==> src/rtl/pcr_pkg.sv <==
package pcr_pkg;
  localparam int CLAMP_W   = 8;
  localparam int NUM_STEPS = 5;
  localparam int STEP_W    = $clog2(NUM_STEPS);

  localparam logic [CLAMP_W-1:0] CLAMP_SHUT = 8'hFF;
  localparam logic [CLAMP_W-1:0] CLAMP_OPEN = 8'h00;

  typedef enum logic {ST_IDLE, ST_RAMP} state_e;

  // strobes from control to datapath
  typedef struct packed {
    logic loadOpen;
    logic loadClose;
    logic advance;
  } strobe_t;

  // staged opening codes, index 0 first
  function automatic logic [CLAMP_W-1:0] rampCode(input logic [STEP_W-1:0] idx);
    case (idx)
      3'd0:    rampCode = 8'hFF;
      3'd1:    rampCode = 8'hFE;
      3'd2:    rampCode = 8'hF8;
      3'd3:    rampCode = 8'hF0;
      default: rampCode = CLAMP_OPEN;
    endcase
  endfunction
endpackage

==> src/rtl/pcr_datapath.sv <==
module pcr_datapath
  import pcr_pkg::*;
(
  input  logic               clk,
  input  logic               rstN,
  input  strobe_t            stb,
  output logic [CLAMP_W-1:0] clampWord,
  output logic               lastStep,
  output logic               clampOpen
);
  localparam logic [STEP_W-1:0] LAST_STEP = STEP_W'(NUM_STEPS - 1);

  logic [STEP_W-1:0]  stepQ;
  logic [STEP_W-1:0]  stepNext;
  logic [CLAMP_W-1:0] clampQ;

  assign stepNext = stepQ + 1'b1;

  always_ff @(posedge clk or negedge rstN) begin
    if (!rstN) begin
      stepQ  <= '0;
      clampQ <= CLAMP_SHUT;
    end else if (stb.loadClose) begin
      stepQ  <= LAST_STEP;
      clampQ <= CLAMP_SHUT;
    end else if (stb.loadOpen) begin
      stepQ  <= '0;
      clampQ <= rampCode('0);
    end else if (stb.advance && !lastStep) begin
      stepQ  <= stepNext;
      clampQ <= rampCode(stepNext);
    end
  end

  assign clampWord = clampQ;
  assign lastStep  = (stepQ == LAST_STEP);
  assign clampOpen = (clampQ == CLAMP_OPEN);

  AST_CLAMP_LEGAL_CODE: assert property (@(posedge clk) disable iff (!rstN)
    (clampQ == 8'hFF) || (clampQ == 8'hFE) || (clampQ == 8'hF8) ||
    (clampQ == 8'hF0) || (clampQ == 8'h00));

  AST_ADVANCE_CHANGES: assert property (@(posedge clk) disable iff (!rstN)
    (stb.advance && !lastStep) |=> (clampQ != $past(clampQ)));

  AST_HOLD_NO_STROBE: assert property (@(posedge clk) disable iff (!rstN)
    (stb == '0) |=> $stable(clampQ));
endmodule

==> src/rtl/pcr_ctrl.sv <==
module pcr_ctrl
  import pcr_pkg::*;
#(
  parameter int DWELL_TICKS = 10
) (
  input  logic    clk,
  input  logic    rstN,
  input  logic    openReq,
  input  logic    closeReq,
  input  logic    usTick,
  input  logic    lastStep,
  input  logic    clampOpen,
  output strobe_t stb,
  output logic    busy,
  output logic    done
);
  localparam int CNT_W = (DWELL_TICKS < 2) ? 1 : $clog2(DWELL_TICKS);
  localparam logic [CNT_W-1:0] CNT_LAST = CNT_W'(DWELL_TICKS - 1);

  state_e          stateQ;
  logic [CNT_W-1:0] tickCnt;
  logic            isIdle;
  logic            acceptClose;
  logic            acceptOpen;
  logic            skipOpen;
  logic            stepEnd;

  always_comb begin
    isIdle      = (stateQ == ST_IDLE);
    acceptClose = isIdle && closeReq;
    acceptOpen  = isIdle && openReq && !closeReq && !clampOpen;
    skipOpen    = isIdle && openReq && !closeReq && clampOpen;
    stepEnd     = (stateQ == ST_RAMP) && usTick && (tickCnt == CNT_LAST);
    stb.loadClose = acceptClose;
    stb.loadOpen  = acceptOpen;
    stb.advance   = stepEnd && !lastStep;
  end

  always_ff @(posedge clk or negedge rstN) begin
    if (!rstN) begin
      stateQ  <= ST_IDLE;
      tickCnt <= '0;
      done    <= 1'b0;
    end else begin
      done <= skipOpen || (stepEnd && lastStep);
      if (acceptClose || acceptOpen) begin
        stateQ  <= ST_RAMP;
        tickCnt <= '0;
      end else if (stepEnd) begin
        tickCnt <= '0;
        if (lastStep) stateQ <= ST_IDLE;
      end else if ((stateQ == ST_RAMP) && usTick) begin
        tickCnt <= tickCnt + 1'b1;
      end
    end
  end

  assign busy = (stateQ == ST_RAMP);

  AST_DONE_SINGLE: assert property (@(posedge clk) disable iff (!rstN)
    done |=> !done);

  AST_SKIP_IMMEDIATE: assert property (@(posedge clk) disable iff (!rstN)
    (!busy && openReq && !closeReq && clampOpen) |=> (done && !busy));

  AST_CLOSE_WINS: assert property (@(posedge clk) disable iff (!rstN)
    (!busy && openReq && closeReq) |=> (busy && !done));

  AST_BUSY_HOLDS: assert property (@(posedge clk) disable iff (!rstN)
    (busy && !usTick) |=> (busy && !done));

  AST_TICK_BOUND: assert property (@(posedge clk) disable iff (!rstN)
    tickCnt <= CNT_LAST);
endmodule

==> src/rtl/pwr_clamp_ramp.sv <==
module pwr_clamp_ramp
  import pcr_pkg::*;
#(
  parameter int DWELL_TICKS = 10
) (
  input  logic               clk,
  input  logic               rstN,
  input  logic               openReq,
  input  logic               closeReq,
  input  logic               usTick,
  output logic [CLAMP_W-1:0] clampWord,
  output logic               busy,
  output logic               done
);
  strobe_t stb;
  logic    lastStep;
  logic    clampOpen;

  pcr_ctrl #(.DWELL_TICKS(DWELL_TICKS)) i_ctrl (
    .clk       (clk),
    .rstN      (rstN),
    .openReq   (openReq),
    .closeReq  (closeReq),
    .usTick    (usTick),
    .lastStep  (lastStep),
    .clampOpen (clampOpen),
    .stb       (stb),
    .busy      (busy),
    .done      (done)
  );

  pcr_datapath i_datapath (
    .clk       (clk),
    .rstN      (rstN),
    .stb       (stb),
    .clampWord (clampWord),
    .lastStep  (lastStep),
    .clampOpen (clampOpen)
  );
endmodule

==> config.mk <==
export PLATFORM = sky130hd
export DESIGN_NAME = pwr_clamp_ramp
export DESIGN_NICKNAME = d
export VERILOG_FILES = /design/src/rtl/pcr_pkg.sv /design/src/rtl/pcr_datapath.sv /design/src/rtl/pcr_ctrl.sv /design/src/rtl/pwr_clamp_ramp.sv
export SDC_FILE = /design/constraint.sdc
export NUM_CORES = 1
export LEC_CHECK = 0
export BUFFER_PORTS_ARGS = -buffer_cell sky130_fd_sc_hd__buf_2
export CAP_MARGIN = 20
export CORE_MARGIN = 2
export CORE_UTILIZATION = 55
export DETAILED_ROUTE_END_ITERATION = 10
export PLACE_DENSITY = 0.85
export SYNTH_ARGS = -nofsm -noshare
export SYNTH_HDL_FRONTEND = slang
export SYNTH_SLANG_ARGS = --single-unit
==> constraint.sdc <==
create_clock -name clk -period 2.17 [get_ports clk]
set_input_delay 0.3255 -clock clk [delete_from_list [all_inputs] [get_ports clk]]
set_output_delay 0.3255 -clock clk [all_outputs]
set_load 0.02 [all_outputs]
Word level (Yosys, flattened, before mapping)
Index checks and enable logic that the tools add are counted.
- add/subtract/negate cells: 2
- eq/ne operators: 5
- mux-type cells: 13
- bitwise gates (word level): 1
- reductions and logical operators: 22
- operators by type and width (kind ; number):
    $pmux 8 s4 ; 1
    $mux 8 ; 3
    $mux 4 ; 3
    $logic_and 1x1->1 ; 10
    $mux 3 ; 3
    $logic_not 8->1 ; 1
    $eq 3x2->1 const B ; 2
    $reduce_bool 3->1 ; 2
    $add 4x1->4 const B ; 1
    $eq 4x4->1 const B ; 1
    $reduce_bool 2->1 ; 2
    $add 3x1->3 const B ; 1
    $eq 3x1->1 const B ; 1
    $eq 3x3->1 const B ; 1
    $logic_not 1->1 ; 3
    $logic_not 3->1 ; 1
    $mux 1 ; 3
    $logic_or 1x1->1 ; 2
    $reduce_and 2->1 ; 1
    $not 1->1 ; 1
- register bits after elaboration: 17
- input port bits: 5
- output and inout port bits: 10
- logic and storage cells: 48

Longest topological paths before layout
Gate-level depths: netlist of run 1.
- depth after elaboration: 7
- gate-level depth with buffers: 7
- mapped depth without buffers: 6

Modules after synthesis
A second synthesis of run 1 with hierarchy kept.
- cells, all modules: 86
- area, all modules: 833.3 um^2
- modules (own cells, without submodules) (module ; times used ; cells each ; area each (um^2) ; seq. area each (um^2)):
    pcr_datapath ; 1 ; 46 ; 467.9 ; 180.2
    pcr_ctrl ; 1 ; 40 ; 365.4 ; 150.1

Worst setup path before layout of run 1
OpenSTA, ideal clock, no wires.
- path type: register to register
- from: register i_datapath.clampQ[6], in the netlist i_datapath.clampWord[6]
- to: register i_ctrl.tickCnt[0]
- library setup time: 0.096 ns
- arrival time: 1.370 ns
- required time: 2.074 ns
- path slack: 0.704 ns
- cell stages (with the launch flop): 6
- buffers on the path: 1
- period minus slack after synthesis: 1.466 ns
- cells stage by stage: dfstp_2 -> or4_4 -> a21boi_2 -> buf_6 -> nand3_1 -> o31ai_1
- cells in the longest elaborated chain, start to end: 5
- elaborated cells on any way between the ends: 6
- classes of those cells: mux: 1; reduce/logical: 5
- RTL lines (what ; line ; source):
    from (decl) ; pcr_datapath.sv:15 ; logic [CLAMP_W-1:0] clampQ;
    from (signal assigned) ; pcr_datapath.sv:28 ; clampQ <= rampCode('0);
    from (signal assigned) ; pcr_datapath.sv:31 ; clampQ <= rampCode(stepNext);
    $logic_not 8->1 * ; pcr_datapath.sv:37 ; assign clampOpen = (clampQ == CLAMP_OPEN);
    $logic_not 1->1 * ; pcr_ctrl.sv:31 ; acceptOpen = isIdle && openReq && !closeReq && !clampOpen;
    $logic_and 1x1->1 * ; pcr_ctrl.sv:31 ;
    $logic_or 1x1->1 * ; pcr_ctrl.sv:46 ; if (acceptClose || acceptOpen) begin
    $reduce_bool 3->1 (no source line) / $mux 4 (equally long branches) ; - ;
    to (signal assigned) ; pcr_ctrl.sv:53 ; tickCnt <= tickCnt + 1'b1;
    to (decl) ; pcr_ctrl.sv:21 ; logic [CNT_W-1:0] tickCnt;
Every way passes the cells marked *; elsewhere a longest branch is shown, timed or not.
A chain may end at the register's enable or synchronous reset.

Worst setup path in the final report of run 1
Same ends and word-level chain as after synthesis.

==> summary.md, run 1 <==
| Metric | Value |
|---|---|
| Final-report max-slew violation count | 0 |
| Worst EP arrival | 1.88 ns |
| Post-CTS Setup Bufs | 0 |
| Vias in the first global route | 598 |
| Slew HR | 0.672 |
| Crit path kind | register to register |
| Clk sinks | 13 |
| Reg-to-reg endpoint | i_ctrl.tickCnt[0] |
| Worst Max-Slew Pin Slew | 0.489 ns |
| Worst setup SP type | register |
| Final antenna-violating net count | 0 |
| Fillers | 109 |
| Worst-path clk slew | 0.08 ns |
| Hold Vio Cnt, Final | 0 |
| Reg power frac | 0.439 |
| Worst Hold Depth | 3 |
| CP startpoint | i_datapath.clampWord[6] |
| Routed Wire Length | 1.37 mm |
| Max Root-Sink Buffers | 2 |
| FF-to-FF Start | i_datapath.clampWord[6] |
| Cells on worst reg2reg path | 4 |
| Die height | 41.4 µm |
| Largest net degree at the start of global routing | 14 |
| Final HPWL DP | 1.08 mm |
| Final setup viols | 0 |
| #FFs+latches synth | 13 |
| Switching share of power | 0.429 |
| Initial DRC Count | 10 |
| Initial antenna violation count | 0 |
| Die area | 1710 µm² |
| Synth top area cells | dfrtp_1 (29%), dfstp_2 (14%), ha_1 (11%), nand3_1 (5.9%), buf_4 (3.9%) |
| Io pins | 15 |
| Final Skew | 0.00634 ns |
| Setup_tns | 0 ns |
| Gate power share | 0.414 |
| CTS Buf Count | 3 |
| Layout net count | 109 |
| Clock Root Buffer | clkbuf_4 |
| Worst skew pair latency | 0.28 ns |
| Via count | 636 |
| Grt ovf | 0 |
| Post-synth net total | 95 |
| Yosys top cell by area | dfrtp_1 |
| Global-route wire length before repair | 2.50 mm |
| Worst EP required | 2.36 ns |
| CP Max Fanout | 11 |
| CTS tree | yes |
| Sequential cell area fraction in the yosys report | 0.429 |
| DR WL/cell | 12.4 µm |
| Unrepaired setup endpoints after global routing | false |
| Hold Path Origin | closeReq |
| Status | complete, no violations |
| Syn-to-layout area delta | 10.4% |
| DR pass1 iterations | 4 |
| Leak | 0.392 nW |
| Clock network fraction of total power | 0.147 |
| Tmin final | 1.69 ns |
| DRC | 0 |
| Starting Density | 0.591 |
| Crit path capture type | register |
| Ys async rst share | 1.00 |
| Achievable Freq | 593 MHz |
| RD Place Congestion | 0.826 |
| Hold Path Class | input port to register |
| Die Width | 41.4 µm |
| H-Tree Depth | 1 |
| Total chip power | 1.02 mW |
| Synth cell types | 27 |
| Tcrit/Tclk final | 0.778 |
| Yosys warns | 0 |
| Placed Cells | 106 |
| Internal | 0.585 mW |
| Number of flops mapped to enable cells by yosys | 0 |
| Pwr per Cell Area | 1200 nW/µm² |
| N_diodes | 0 |
| GRT Overall Usage | 0.188 |
| Cells after Synth | 83 |
| Design area | 850 µm² |
| Netlist Area Pre-Place | 769 µm² |
| VDD IR max | 0.556 mV |
| Layout Cells excl Fill | 111 |
| R2R Setup Slk | 0.48 ns |
| Multi-input logic area | 382 µm² |
| Layout cells sized above 1 | 0.260 |
| Syn_area_per_cell | 9.27 µm² |
| Vias per std cell | 5.73 |
| Max cap viols | 0 |
| Core Area | 1300 µm² |
| Commonest cells in the netlist | dfrtp_1 (9), nand3_1 (9), nand2_1 (8), nor2_1 (8), ha_1 (7) |
| Hold endpoint | i_datapath.stepQ[2] |
| Psw | 0.438 mW |
| Ys flop type | dfrtp_1 |
| Synth top area share | 0.293 |
| Number of buffers added on ports | 14 |
| Placed cell area | 812 µm² |
| Cell Rows | 13 |
| Register area | 330 µm² |
[repair_timing]
item | 4_1_cts | 5_1_grt
endpoints found under the setup margin | 0 | 0
hold buffers | 1 | 0
hold endpoints to repair | 9 | 0
resized for setup | 0 | 0
[worst max-delay path, stage by stage (launching register included)]
cell,delay (ns)
dfstp_2,0.39
or4_4,0.55
a21boi_2,0.44
nand3_1,0.14
o31ai_1,0.09
[state kept, by name, indices dropped and copies added (netlist names)]
register / cells
i_ctrl.busy: 1
i_ctrl.done: 1
i_ctrl.tickCnt: 4
i_datapath.clampWord: 4
i_datapath.stepQ: 3
[layout by cell type, fill, tap and decap left out, drive strengths merged]
master and instances:
o21ai 5, nor2 8, ha 7, and2 1, or4 1, and3b 1, inv 3, clkbuf 3
buf 14, a31oi 1, dfrtp 9, o21bai 1, a21oi 3, nor3 4, dfstp 4, a21boi 1
clkinv 1, dlygate4sd3 1, nand2b 2, and3 1, nand3 10, nand2 8, nor2b 3, o211ai 1
nor3b 1, o31ai 2
[layout make-up]
type,instances,share of cell area
clock buffer,3,0.0265
clock inverter,1,0.00589
inverter,3,0.0133
multi-input combinational,61,0.449
sequential,13,0.389
tap,15,0.0221
timing repair buffer,15,0.0943
[through the flow]
stage | util | setup slack (ns) | hold WS [ns]
after CTS | 0.653 | 0.494 | 0.302
after detailed placement | 0.624 | 0.497 | 0.225
after global routing | 0.653 | 0.223 | 0.325
after global placement | 0.624 | 0.565 | 0.222
after floorplan | - | 0.704 | 0.0299
final | 0.653 | 0.482 | 0.302
[worst max path at each step]
stage,end,depth (start not counted)
finish,i_ctrl.tickCnt[0],4
global route,i_datapath.clampWord[6],6
CTS,i_ctrl.tickCnt[0],4
detailed placement,i_datapath.clampWord[3],3
global placement,i_ctrl.tickCnt[1],4
floorplan,i_ctrl.tickCnt[0],5
[power groups by stage]
stage	Clock (mW)	Combinational [mW]	Sequential [mW]
6_report	0.150	0.424	0.449
5_1_grt	0.171	0.477	0.468
4_1_cts	0.151	0.430	0.450
3_5_place_dp	0	0.426	0.454
3_3_place_gp	0	0.410	0.445
2_1_floorplan	0	0.310	0.482
[cells by family (layout without fill, tap and decap cells)]
logic type	after synthesis	after routing	synth area share
AO/OA/AOI/OAI	14	14	0.114
adder cells (fa/ha/maj)	7	7	0.114
buffers and inverters	9	22	0.0748
flip-flops	13	13	0.429
AND/OR/NAND/NOR	40	40	0.268
[layer usage]
layer	track usage	part of all wire	vias up
met5	0	0	-
met4	0.0774	0.021	0
met3	0.0391	0.041	5
met2	0.319	0.51	18
met1	0.230	0.42	301
li1	-	-	312
Power figures use the tool's default switching activity.
==> inputs of run 2 (changes only) <==
--- a/config.mk
+++ b/config.mk
@@ -8,9 +8,9 @@
 export BUFFER_PORTS_ARGS = -buffer_cell sky130_fd_sc_hd__buf_2
 export CAP_MARGIN = 20
 export CORE_MARGIN = 2
-export CORE_UTILIZATION = 55
+export CORE_UTILIZATION = 47
 export DETAILED_ROUTE_END_ITERATION = 10
-export PLACE_DENSITY = 0.85
+export PLACE_DENSITY = 0.77
 export SYNTH_ARGS = -nofsm -noshare
 export SYNTH_HDL_FRONTEND = slang
 export SYNTH_SLANG_ARGS = --single-unit
==> constraint.sdc (replaced) <==
create_clock -name clk -period 1.42 [get_ports clk]
set_input_delay 0.213 -clock clk [delete_from_list [all_inputs] [get_ports clk]]
set_output_delay 0.213 -clock clk [all_outputs]
set_load 0.02 [all_outputs]
==> run 2 against run 1 <==
  * Clock power grew 54%
  * Die area increased by 15%
  * Clock-buffer cell count up 1
  * Highest routed layer unchanged
  * Sequential cell count unchanged
  * Non-clock buffer count grew 13
  * The flow now finishes with violations (negative setup slack)
  * Via count up 4.6%
  * Critical path depth is 1 higher
  * Register-to-register slack worse by 0.55 ns
  * Sequential share of layout area shrank 7.1 points
==> summary.md, run 2 (synthesis results as in run 1) <==
| Metric | Value |
|---|---|
| Slew HR | 0.789 (was 0.672) |
| Unrepaired setup endpoints after global routing | true (was false) |
| Psw | 0.776 mW (was 0.438 mW) |
| Initial DRC Count | 9 (was 10) |
| Crit path kind | register to register (unchanged) |
| Pwr per Cell Area | 1790 nW/µm² (was 1200 nW/µm²) |
| Max cap viols | 0 (unchanged) |
| Syn-to-layout area delta | 35.1% (was 10.4%) |
| Final antenna-violating net count | 0 (unchanged) |
| Worst skew pair latency | 0.27 ns (was 0.28 ns) |
| Routed Wire Length | 1.62 mm (was 1.37 mm) |
| Crit path capture type | register (unchanged) |
| Failing checks | negative setup slack |
| Tcrit/Tclk final | 1.04 (was 0.778) |
| Vias in the first global route | 591 (was 598) |
| Reg-to-reg endpoint | i_ctrl.tickCnt[3] (was i_ctrl.tickCnt[0]) |
| Clk sinks | 13 (unchanged) |
| Internal | 1.09 mW (was 0.585 mW) |
| Tmin final | 1.48 ns (was 1.69 ns) |
| Die Width | 44.5 µm (was 41.4 µm) |
| Layout net count | 122 (was 109) |
| CP Max Fanout | 5 (was 11) |
| VDD IR max | 0.885 mV (was 0.556 mV) |
| Cell Rows | 14 (was 13) |
| GR peak layer | met2 (unchanged) |
| Leading cell type in the layout, fill and taps excluded | buf_2 (unchanged) |
| Crit path to | i_ctrl.tickCnt[3] (was i_ctrl.tickCnt[0]) |
| Clock Root Buffer | clkbuf_4 (unchanged) |
| DR WL/cell | 13.0 µm (was 12.4 µm) |
| Status | finished with violations (was complete, no violations) |
| Number of buffers added on ports | 14 (unchanged) |
| CP startpoint | i_datapath.clampWord[0] (was i_datapath.clampWord[6]) |
| PnR worst setup slack | -0.0635 ns (was 0.482 ns) |
| Layout cells sized above 1 | 0.477 (was 0.260) |
| Final setup viols | 7 (was 0) |
| Fillers | 113 (was 109) |
| Hold Path Class | input port to register (unchanged) |
| GR met2 Demand/Resource | 0.287 (was 0.319) |
| Final-report max-slew violation count | 0 (unchanged) |
| Global-route wire length before repair | 2.62 mm (was 2.50 mm) |
| Hold Vio Cnt, Final | 0 (unchanged) |
| GRT Overall Usage | 0.179 (was 0.188) |
| Grt ovf | 0 (unchanged) |
| Core Area | 1520 µm² (was 1300 µm²) |
| Worst EP required | 1.63 ns (was 2.36 ns) |
| GR Layer Usage met1 | 0.242 (was 0.230) |
| Placed cell area | 913 µm² (was 812 µm²) |
| Die area | 1980 µm² (was 1710 µm²) |
| WHS | 0.263 ns (was 0.302 ns) |
| Most frequent cells in the layout | buf_2 (14), buf_4 (11), dfrtp_1 (9), nor2_1 (8), nand2_1 (7) (was buf_2 (14), nand3_1 (9), dfrtp_1 (9), nand2_1 (8), nor2_1 (8)) |
| Final Skew | 0.00433 ns (was 0.00634 ns) |
| Cells on worst reg2reg path | 5 (was 4) |
| Reg power frac | 0.356 (was 0.439) |
| CTS Buf Count | 3 (unchanged) |
| N_diodes | 0 (unchanged) |
| Met3 usage | 0.0367 (was 0.0391) |
| Vias per std cell | 5.32 (was 5.73) |
| RD Place Congestion | 0.823 (was 0.826) |
| DRC | 0 (unchanged) |
| R2R Setup Slk | -0.06 ns (was 0.48 ns) |
| Post-Route Utilization | 0.682 (was 0.653) |
| Die height | 44.5 µm (was 41.4 µm) |
| Design area | 1040 µm² (was 850 µm²) |
| Via count | 665 (was 636) |
| Worst setup SP type | register (unchanged) |
| Switching share of power | 0.417 (was 0.429) |
| H-Tree Depth | 1 (unchanged) |
| Largest net degree at the start of global routing | 14 (unchanged) |
| Final HPWL DP | 1.18 mm (was 1.08 mm) |
| Achievable Freq | 674 MHz (was 593 MHz) |
| Max Root-Sink Buffers | 2 (unchanged) |
| Worst-path clk slew | 0.09 ns (was 0.08 ns) |
| Initial antenna violation count | 0 (unchanged) |
| DR pass1 iterations | 4 (unchanged) |
| Io pins | 15 (unchanged) |
| FF-to-FF Start | i_datapath.clampWord[0] (was i_datapath.clampWord[6]) |
| Worst EP arrival | 1.69 ns (was 1.88 ns) |
| CTS tree | yes (unchanged) |
| Starting Density | 0.505 (was 0.591) |
| Leak | 0.475 nW (was 0.392 nW) |
| Clock network fraction of total power | 0.124 (was 0.147) |
| Worst Max-Slew Pin Slew | 0.315 ns (was 0.489 ns) |
| Gate power share | 0.520 (was 0.414) |
## run 2: area by class of cell
| class | count | area [µm²] | share of cell area |
|---|---|---|---|
| clock buffers | 4 | 26.3 | 0.0253 |
| well taps | 16 | 20.0 | 0.0193 |
| multi-input cells | 61 | 467 | 0.449 |
| repair buffers | 28 | 185 | 0.178 |
| inverters | 3 | 11.3 | 0.0108 |
| flip-flops and latches | 13 | 330 | 0.318 |
## run 2: worst min-delay path by stage
| stage | slack, ns | depth (start not counted) | from | endpoint |
|---|---|---|---|---|
| 2_1_floorplan | -0.08 | 0 | rstN | i_ctrl.busy |
| 3_3_place_gp | 0.12 | 1 | rstN | i_ctrl.tickCnt[3] |
| 3_5_place_dp | 0.12 | 1 | rstN | i_ctrl.tickCnt[3] |
| 4_1_cts | 0.23 | 3 | closeReq | i_datapath.stepQ[2] |
| 5_1_grt | 0.27 | 3 | closeReq | i_datapath.stepQ[2] |
| 6_report | 0.26 | 3 | closeReq | i_datapath.stepQ[2] |
## run 2: critical path, stage by stage, from the launching register on
cell and delay [ns]:
dfstp_2 0.38, or4_4 0.55, a21boi_4 0.19, buf_6 0.14, nand3_1 0.08, nand2_1 0.08
## run 2: per-stage QoR
step	instances	setup WS [ns]	total power [mW]	TNS, ns
final	125	-0.0635	1.86	-0.287
after global routing	125	-0.106	2.00	-0.636
after CTS	125	-0.0366	1.77	-0.130
after detailed placement	119	-0.0481	1.49	-0.116
after global placement	119	0.00476	1.46	0
after floorplan	83	-0.0429	1.22	-0.127
## run 2: power groups by stage
stage | sequential, mW | combinational, mW | clock, mW
floorplan | 0.742 | 0.482 | 0
finish | 0.662 | 0.968 | 0.231
global placement | 0.649 | 0.812 | 0
CTS | 0.653 | 0.889 | 0.231
detailed placement | 0.655 | 0.836 | 0
global route | 0.679 | 1.07 | 0.255
## run 2: what timing repair did
item,4_1_cts,5_1_grt
hold buffers,1,0
pin swaps,4,4
endpoints found under the setup margin,9,12
hold endpoints to repair,9,0
gates resized for setup,4,16
buffers inserted,1,0
## run 2: metal layers
metal / share of wire / routed length, µm / up-vias
li1: - / - / 339
met1: 0.47 / 761 / 307
met2: 0.48 / 776 / 17
met3: 0.041 / 67 / 2
met4: 0.0093 / 15 / 0
met5: 0 / 0 / -
